$ cat config.mk
export PLATFORM = sky130hd
export DESIGN_NAME = dma_xfer_ctrl
export DESIGN_NICKNAME = d
export VERILOG_FILES = /design/src/rtl/dma_xfer_pkg.sv /design/src/rtl/dma_xfer_cfg.sv /design/src/rtl/dma_xfer_seq.sv /design/src/rtl/dma_xfer_bus.sv /design/src/rtl/dma_xfer_ctrl.sv
export SDC_FILE = /design/constraint.sdc
export NUM_CORES = 1
export LEC_CHECK = 0
export BUFFER_PORTS_ARGS = -buffer_cell sky130_fd_sc_hd__buf_2
export CAP_MARGIN = 25
export CORE_UTILIZATION = 46
export DETAILED_ROUTE_END_ITERATION = 6
export MAX_ROUTING_LAYER = met4
export PLACE_DENSITY = 0.78
export REMOVE_ABC_BUFFERS = 1
export SLEW_MARGIN = 20
export SYNTH_ARGS = -nofsm -noshare
export SYNTH_HDL_FRONTEND = slang
export SYNTH_SLANG_ARGS = --single-unit
$ cat constraint.sdc
create_clock -name clk -period 2.1 [get_ports clk]
set_clock_uncertainty 0.1 [all_clocks]
set_input_delay 0.315 -clock clk [delete_from_list [all_inputs] [get_ports clk]]
set_output_delay 0.315 -clock clk [all_outputs]
set_load 0.02 [all_outputs]
$ cat src/rtl/dma_xfer_pkg.sv
`timescale 1ns/1ps
package dma_xfer_pkg;
  typedef enum logic [2:0] {
    ST_IDLE  = 3'd0,
    ST_ASK   = 3'd1,
    ST_READ  = 3'd2,
    ST_WRITE = 3'd3,
    ST_DONE  = 3'd4
  } xfer_state_t;

  localparam int unsigned NUM_ADDR_REGS = 2;
  localparam logic SEL_SRC = 1'b0;
  localparam logic SEL_DST = 1'b1;
endpackage

$ cat src/rtl/dma_xfer_cfg.sv
`timescale 1ns/1ps
module dma_xfer_cfg #(
  parameter int unsigned AW = 16,
  parameter logic [AW-1:0] RST_SRC = '0,
  parameter logic [AW-1:0] RST_DST = '0
) (
  input  logic          clk,
  input  logic          rst_n,
  input  logic          cfg_we,
  input  logic          cfg_sel,
  input  logic [AW-1:0] cfg_wdata,
  output logic [AW-1:0] src_addr,
  output logic [AW-1:0] dst_addr
);
  import dma_xfer_pkg::*;

  logic [AW-1:0] addr_q [NUM_ADDR_REGS];

  for (genvar g = 0; g < NUM_ADDR_REGS; g++) begin : g_reg
    localparam logic [AW-1:0] INIT = (g == 0) ? RST_SRC : RST_DST;
    always_ff @(posedge clk) begin
      if (!rst_n) begin
        addr_q[g] <= INIT;
      end else if (cfg_we && (cfg_sel == 1'(g))) begin
        addr_q[g] <= cfg_wdata;
      end
    end
  end

  assign src_addr = addr_q[SEL_SRC];
  assign dst_addr = addr_q[SEL_DST];
endmodule

$ cat src/rtl/dma_xfer_seq.sv
`timescale 1ns/1ps
module dma_xfer_seq (
  input  logic clk,
  input  logic rst_n,
  input  logic per_req,
  input  logic bus_grant,
  output logic bus_req,
  output logic per_ack,
  output logic rd_en,
  output logic wr_en
);
  import dma_xfer_pkg::*;

  xfer_state_t state_q, state_d;
  logic        low_seen_q, low_seen_d;
  logic        pend_q, pend_d;
  logic        rearm_ok;

  assign rearm_ok = !bus_grant && (low_seen_q || !per_req);

  always_comb begin
    state_d    = state_q;
    low_seen_d = low_seen_q;
    pend_d     = pend_q;
    unique case (state_q)
      ST_IDLE: begin
        if (per_req || pend_q) begin
          state_d = ST_ASK;
          pend_d  = 1'b0;
        end
      end
      ST_ASK: begin
        if (bus_grant) state_d = ST_READ;
      end
      ST_READ:  state_d = ST_WRITE;
      ST_WRITE: begin
        state_d    = ST_DONE;
        low_seen_d = 1'b0;
      end
      ST_DONE: begin
        if (rearm_ok) begin
          state_d    = ST_IDLE;
          low_seen_d = 1'b0;
        end else begin
          if (low_seen_q && per_req) pend_d = 1'b1;
          if (!per_req) low_seen_d = 1'b1;
        end
      end
      default: state_d = ST_IDLE;
    endcase
  end

  always_ff @(posedge clk) begin
    if (!rst_n) begin
      state_q    <= ST_IDLE;
      low_seen_q <= 1'b0;
      pend_q     <= 1'b0;
    end else begin
      state_q    <= state_d;
      low_seen_q <= low_seen_d;
      pend_q     <= pend_d;
    end
  end

  assign bus_req = (state_q == ST_ASK) || (state_q == ST_READ) || (state_q == ST_WRITE);
  assign per_ack = (state_q == ST_READ) || (state_q == ST_WRITE);
  assign rd_en   = (state_q == ST_READ);
  assign wr_en   = (state_q == ST_WRITE);
endmodule

$ cat src/rtl/dma_xfer_bus.sv
`timescale 1ns/1ps
module dma_xfer_bus #(
  parameter int unsigned AW = 16,
  parameter int unsigned DW = 8
) (
  input  logic          clk,
  input  logic          rst_n,
  input  logic          rd_en,
  input  logic          wr_en,
  input  logic [AW-1:0] src_addr,
  input  logic [AW-1:0] dst_addr,
  input  logic [DW-1:0] bus_rdata,
  output logic [AW-1:0] bus_addr,
  output logic          bus_rd,
  output logic          bus_wr,
  output logic [DW-1:0] bus_wdata
);
  logic [DW-1:0] word_q;

  always_ff @(posedge clk) begin
    if (!rst_n) begin
      word_q <= '0;
    end else if (rd_en) begin
      word_q <= bus_rdata;
    end
  end

  always_comb begin
    bus_addr = '0;
    if (rd_en)      bus_addr = src_addr;
    else if (wr_en) bus_addr = dst_addr;
  end

  assign bus_wdata = wr_en ? word_q : '0;
  assign bus_rd    = rd_en;
  assign bus_wr    = wr_en;
endmodule

$ cat src/rtl/dma_xfer_ctrl.sv
`timescale 1ns/1ps
module dma_xfer_ctrl #(
  parameter int unsigned AW = 16,
  parameter int unsigned DW = 8,
  parameter logic [AW-1:0] RST_SRC = AW'(16'h8000),
  parameter logic [AW-1:0] RST_DST = AW'(16'h0001)
) (
  input  logic          clk,
  input  logic          rst_n,
  input  logic          cfg_we,
  input  logic          cfg_sel,
  input  logic [AW-1:0] cfg_wdata,
  input  logic          per_req,
  output logic          per_ack,
  output logic          bus_req,
  input  logic          bus_grant,
  output logic [AW-1:0] bus_addr,
  output logic          bus_rd,
  output logic          bus_wr,
  output logic [DW-1:0] bus_wdata,
  input  logic [DW-1:0] bus_rdata
);
  logic [AW-1:0] src_addr, dst_addr;
  logic          rd_en, wr_en;

  dma_xfer_cfg #(.AW(AW), .RST_SRC(RST_SRC), .RST_DST(RST_DST)) u_cfg (
    .clk(clk), .rst_n(rst_n), .cfg_we(cfg_we), .cfg_sel(cfg_sel),
    .cfg_wdata(cfg_wdata), .src_addr(src_addr), .dst_addr(dst_addr)
  );

  dma_xfer_seq u_seq (
    .clk(clk), .rst_n(rst_n), .per_req(per_req), .bus_grant(bus_grant),
    .bus_req(bus_req), .per_ack(per_ack), .rd_en(rd_en), .wr_en(wr_en)
  );

  dma_xfer_bus #(.AW(AW), .DW(DW)) u_bus (
    .clk(clk), .rst_n(rst_n), .rd_en(rd_en), .wr_en(wr_en),
    .src_addr(src_addr), .dst_addr(dst_addr), .bus_rdata(bus_rdata),
    .bus_addr(bus_addr), .bus_rd(bus_rd), .bus_wr(bus_wr), .bus_wdata(bus_wdata)
  );
endmodule

==> results of run 1 <==
## metal layers
| layer | global-route usage, % | vias to the layer above |
|---|---|---|
| li1 | - | 746 |
| met1 | 21.1 | 630 |
| met2 | 28.5 | 54 |
| met3 | 5.43 | 6 |
| met4 | 5.61 | 0 |
| met5 | - | - |
## repair_timing
action,CTS,global route
resized for setup,1,0
hold buffers,0,0
setup endpoints to repair,14,0
## metrics by stage
stage          setup WS [ns]  util, %  total power [W]  hold WS (ns)  instance area [um2]
6_report               0.188     61.1          0.00190         0.162                 2530
5_1_grt               0.0690     61.1          0.00198         0.172                 2530
4_1_cts                0.187     61.1          0.00191         0.154                 2530
3_5_place_dp           0.296     58.2          0.00129         0.368                 2410
3_3_place_gp           0.304     58.2          0.00128         0.361                 2410
2_1_floorplan         0.0550        -          0.00119         0.341                 2010
## cell usage after synthesis
cell and n:
edfxtp_1 32, and2_1 30, nor2_1 20, mux2i_1 16, dfxtp_1 13, nand2_1 11
o21ai_0 10, and3_1 9, a21boi_0 8, nand2b_1 5, clkbuf_1 4, buf_2 3
buf_4 2, inv_1 2, o21bai_1 2, a21boi_1 1, a21oi_1 1, a41oi_1 1
inv_2 1, nand3b_1 1, nor2b_1 1, nor3b_2 1, nor3b_4 1, o2111a_1 1
o31ai_1 1, o41ai_1 1, or3b_1 1
## cell usage in the layout (no fill, tap or decap), types with 2 or more instances in the layout
master and instances:
nor2_1 20, nand2b_1 5, mux2i_1 16, buf_4 7, inv_1 2, edfxtp_1 32
o21ai_0 9, and3_1 9, and2_1 30, o21bai_1 2, clkbuf_8 6, a21boi_0 8
buf_2 57, dfxtp_1 12, nand2_1 11
## report_power, final
group	leakage, nW	switching [W]	internal [W]
Sequential	0.430	0.0000456	0.00101
Clock	0.0599	0.000293	0.000340
Combinational	0.626	0.000111	0.0000963
## worst paths after layout
check	start	endpoint	slack, ns
worst max-delay path	u_seq.state_q[1]	bus_addr[10]	0.19
worst min-delay path	bus_rdata[1]	u_bus.word_q[1]	0.16
worst max register to register	u_seq.state_q[0]	u_seq.state_q[2]	0.67
worst min register to register	u_bus.word_q[1]	u_bus.word_q[1]	0.38
## worst max-delay path: stages, from the launching register on
cell and delay (ns):
dfxtp_1 0.47, nand2b_1 0.18, buf_4 0.22, nor2_1 0.14
buf_2 0.18
## kinds of logic after synthesis
logic type	count (synthesis)	synth area share (%)
mux	16	7.79
simple gates	80	21.7
flops	45	59.4
compound gates	26	8.46
buf+inv	12	2.74
## registers in the layout, indices dropped and copies added (netlist names)
| signal | count |
|---|---|
| u_seq.pend_q | 1 |
| u_bus.word_q | 8 |
| u_seq.state_q | 3 |
| u_seq.low_seen_q | 1 |
| u_cfg.addr_q | 32 |
## layout make-up
cell class / count / share of cell area [%]
clock buffers: 7 / 4.25
clock inverters: 1 / 0.247
inverters: 3 / 0.445
multi-input cells: 122 / 30.8
flip-flops and latches: 45 / 48.4
well taps: 50 / 2.47
repair buffers: 64 / 13.4
==> metrics.md, run 1 <==
| Metric | Value |
|---|---|
| Clock network latency to the later pin of the worst-skew pair | `0.30 ns` |
| Initial core utilization | `49.6%` |
| CP startpoint kind | `flop` |
| Largest net degree at the start of global routing | `42` |
| Routed vias | `1436` |
| Max-slew headroom | `68.3%` |
| Post-route ant nets | `0` |
| Post-synth top area share | `46.7%` |
| Number of global-route vias before repair | `1277` |
| Synth area leaders | `edfxtp_1, dfxtp_1, and2_1` |
| Netlist Area Pre-Place | `2060 um2` |
| Highest metal used | `met4` |
| Root Buffer | `clkbuf_8` |
| Clock tree buffer depth | `2` |
| Setup Viol. Count Final | `0` |
| Hold Crit Class | `primary input to flop` |
| Die ar. | `4740 um2` |
| Mean area per synthesized cell | `11.5 um2` |
| Leading area contributor after synthesis | `edfxtp_1` |
| Core box area | `4140 um2` |
| TNS Setup | `0 ns` |
| Fin. max-slew vios | `0` |
| Placed insts | `284` |
| # port buffers | `57` |
| Distinct cell type count after synthesis | `27` |
| Overflow after GRT | `0` |
| Max Fclk | `523 MHz` |
| Fin nets | `271` |
| DR WL/cell | `12.8 um` |
| P_leak | `1.12 nW` |
| Layout cells sized above 1 | `31.4%` |
| # DRC | `0` |
| Total track usage | `17.7%` |
| Max Cap Viol | `0` |
| RSZ-0062 raised after global routing | `false` |
| Number of DRC markers in iteration 0 | `101` |
| R2R depth | `3` |
| Mapped Cells | `179` |
| Worst path arrival time | `1.50 ns` |
| Placer congestion estimate | `0.735` |
| #FFs+latches synth | `45` |
| Worst Tran Pin Value | `0.475 ns` |
| Tcrit/Tclk final | `91.0%` |
| Register area | `1220 um2` |
| Initial antenna violation count | `0` |
| H-tree depth | `2` |
| Worst setup EP type | `primary output` |
| Clock Sinks | `45` |
| Hold Fails Final Rpt | `0` |
| Post-CTS setup buffer count | `0` |
| PwrDens | `751 nW/um2` |
| Area of the multi-input gates | `779 um2` |
| WL met3 | `210 um` |
| Die height | `68.9 um` |
| Drt first pass iters | `4` |
| Hpwl dp | `2660 um` |
| Cts bufs inserted | `5` |
| First-pass GRT wire length | `5690 um` |
| Critical path class | `flop to primary output` |
| Final min period | `1.91 ns` |
| Critical Path RT | `1.68 ns` |
| Met1 wire length | `1760 um` |
| Filler cell count | `349` |
| Rows | `23` |
| Area grow syn2layout | `23.0%` |
| CTS tree | `built` |
| CTS clk-pin slew, worst paths | `0.09 ns` |
| Met2 WL | `1700 um` |
| Top Ports | `58` |
| YS warnings | `0` |
| CP Max Fanout | `10` |
| Antenna cells | `0` |
| Seq/Total Area, Yosys | `59.4%` |
| Drt total wl | `3740 um` |
| Peak VDD IR | `0.000449 V` |
| Die width | `68.9 um` |
| DR vias/cell | `4.92` |
| Status | `finished, final reports clean` |
| Cell Count, Final, Fillers Out | `292` |
| Hold-critical path depth | `3` |
Note: power is estimated with default switching activity, not from simulation.
==> run 2, diff against run 1 <==
PLACE_DENSITY = 0.75   (was 0.78)
clock period = 2.4 ns   (was 2.1 ns; I/O delays follow)
==> metrics.md, run 2 (same netlist as run 1, synthesis figures left out) <==
| Metric | Value |
|---|---|
| Area grow syn2layout | `21.3%` |
| H-tree depth | `2` |
| Peak VDD IR | `0.000380 V` |
| Cts bufs inserted | `5` |
| Hold Fails Final Rpt | `0` |
| Max Fclk | `461 MHz` |
| Number of global-route vias before repair | `1338` |
| CP Max Fanout | `41` |
| Filler cell count | `357` |
| Tcrit/Tclk final | `90.3%` |
| Biggest regs | `u_cfg.addr_q: 32 flops, u_bus.word_q: 8 flops, u_seq.state_q: 3 flops` |
| Largest net degree at the start of global routing | `42` |
| Fin nets | `267` |
| Worst Tran Pin Value | `0.871 ns` |
| CTS clk-pin slew, worst paths | `0.08 ns` |
| TNS Setup | `0 ns` |
| CP max-delay cell | `dfxtp_2` |
| Core box area | `4140 um2` |
| PwrDens | `666 nW/um2` |
| # DRC | `0` |
| CTS tree | `built` |
| Hpwl dp | `2560 um` |
| Status | `finished, final reports clean` |
| Total track usage | `18.0%` |
| End-of-flow core utilization | `60.2%` |
| Final min period | `2.17 ns` |
| Area of the multi-input gates | `779 um2` |
| Placer congestion estimate | `0.798` |
| Final WS setup | `0.232 ns` |
| Post-CTS setup buffer count | `0` |
| Hold Crit Class | `primary input to flop` |
| Fin. max-slew vios | `0` |
| Layout cells sized above 1 | `29.8%` |
| Top Ports | `58` |
| Routed vias | `1467` |
| Die ar. | `4740 um2` |
| Clock tree buffer depth | `2` |
| Max-slew headroom | `41.9%` |
| Register area | `1220 um2` |
| # hold bufs at CTS | `0` |
| Die height | `68.9 um` |
| Max FFs per register | `32` |
| Drt first pass iters | `6` |
| CP startpoint kind | `flop` |
| Root Buffer | `clkbuf_8` |
| Antenna cells | `0` |
| Worst setup EP type | `primary output` |
| Initial core utilization | `49.6%` |
| Most frequent cells in the layout | `buf_2, edfxtp_1, and2_1` |
| Crit path cell chain | `mux2i_1 -> nor2_1 -> buf_2` |
| Initial antenna violation count | `0` |
| Die width | `68.9 um` |
| Cts repair resizes | `0` |
| Setup Viol. Count Final | `0` |
| Highest cell delay on the worst timing path | `0.91 ns` |
| DR WL/cell | `13.0 um` |
| First-pass GRT wire length | `5830 um` |
| Post-route ant nets | `0` |
| Critical path class | `flop to primary output` |
| Max Cap Viol | `0` |
| RSZ-0062 raised after global routing | `false` |
| CP Buf/Inv Count | `1` |
| # port buffers | `57` |
| Delay-heaviest family, CP | `flip-flops` |
| P_leak | `1.09 nW` |
| DR vias/cell | `5.09` |
| Drt total wl | `3730 um` |
| Reg with most FFs | `u_cfg.addr_q` |
| Rows | `23` |
| Clock Sinks | `45` |
| Overflow after GRT | `0` |
| Clock network latency to the later pin of the worst-skew pair | `0.29 ns` |
| Worst path arrival time | `1.71 ns` |
| Most common cell after layout, fill and taps aside | `buf_2` |
| Pre-CTS setup slack | `0.551 ns` |
| Critical Path RT | `1.94 ns` |
| Number of DRC markers in iteration 0 | `113` |
[run 2: changes by cell type in the layout (fill, tap and decap cells not counted)]
cell and change:
inv_4 -1, clkbuf_1 +1, clkinv_4 +1, dfxtp_4 -1, dfxtp_2 +1, clkbuf_8 -1
bufinv_16 +1, buf_4 -4, clkbuf_16 -1
[run 2: cell type report]
type / count / area share, %
repair buffers: 60 / 12.3
multi-input cells: 122 / 31.2
well taps: 50 / 2.51
inverters: 3 / 0.451
flip-flops and latches: 45 / 49.0
clock inverters: 2 / 1.55
clock buffers: 6 / 2.91
[run 2: worst register-to-register path: stages (launching register included)]
cell      delay, ns
dfxtp_2        0.60
or3b_1         0.50
o21bai_1       0.17
a21boi_1       0.14
[run 2: through the flow]
stage                     total power [W]  instance area, um2  hold slack [ns]  cells
final                             0.00166                2490            0.227    288
after global routing              0.00173                2490            0.217    288
after CTS                         0.00168                2490            0.214    288
after detailed placement          0.00112                2380            0.369    280
after global placement            0.00112                2380            0.360    280
after floorplan                   0.00104                2010            0.353    170
[run 2: per-layer routing]
metal  vias up  wire length (um)  part of all wire [%]  track usage [%]
met1       670              1670                    45             19.8
met2        49              1800                    48             29.9
met4         0                36                  0.97             7.65
met5         -                 0                     0                -
met3         4               231                   6.2             5.92
li1        744                 -                     -                -
[run 2: worst paths after layout]
path,startpoint,endpoint,slack (ns),depth (start not counted)
max,u_seq.state_q[0],bus_addr[1],0.23,3
min,bus_rdata[6],u_bus.word_q[6],0.23,3
max reg2reg,u_seq.state_q[0],u_seq.state_q[2],0.83,3
min reg2reg,u_bus.word_q[4],u_bus.word_q[4],0.38,2
[run 2: power by group]
part / leakage [nW] / total, W / internal (W) / switching [W]
combinational: 0.607 / 0.000177 / 0.0000801 / 0.0000972
sequential: 0.430 / 0.000926 / 0.000887 / 0.0000397
clock: 0.0554 / 0.000557 / 0.000312 / 0.000245
total: 1.09 / 0.00166 / 0.00128 / 0.000382
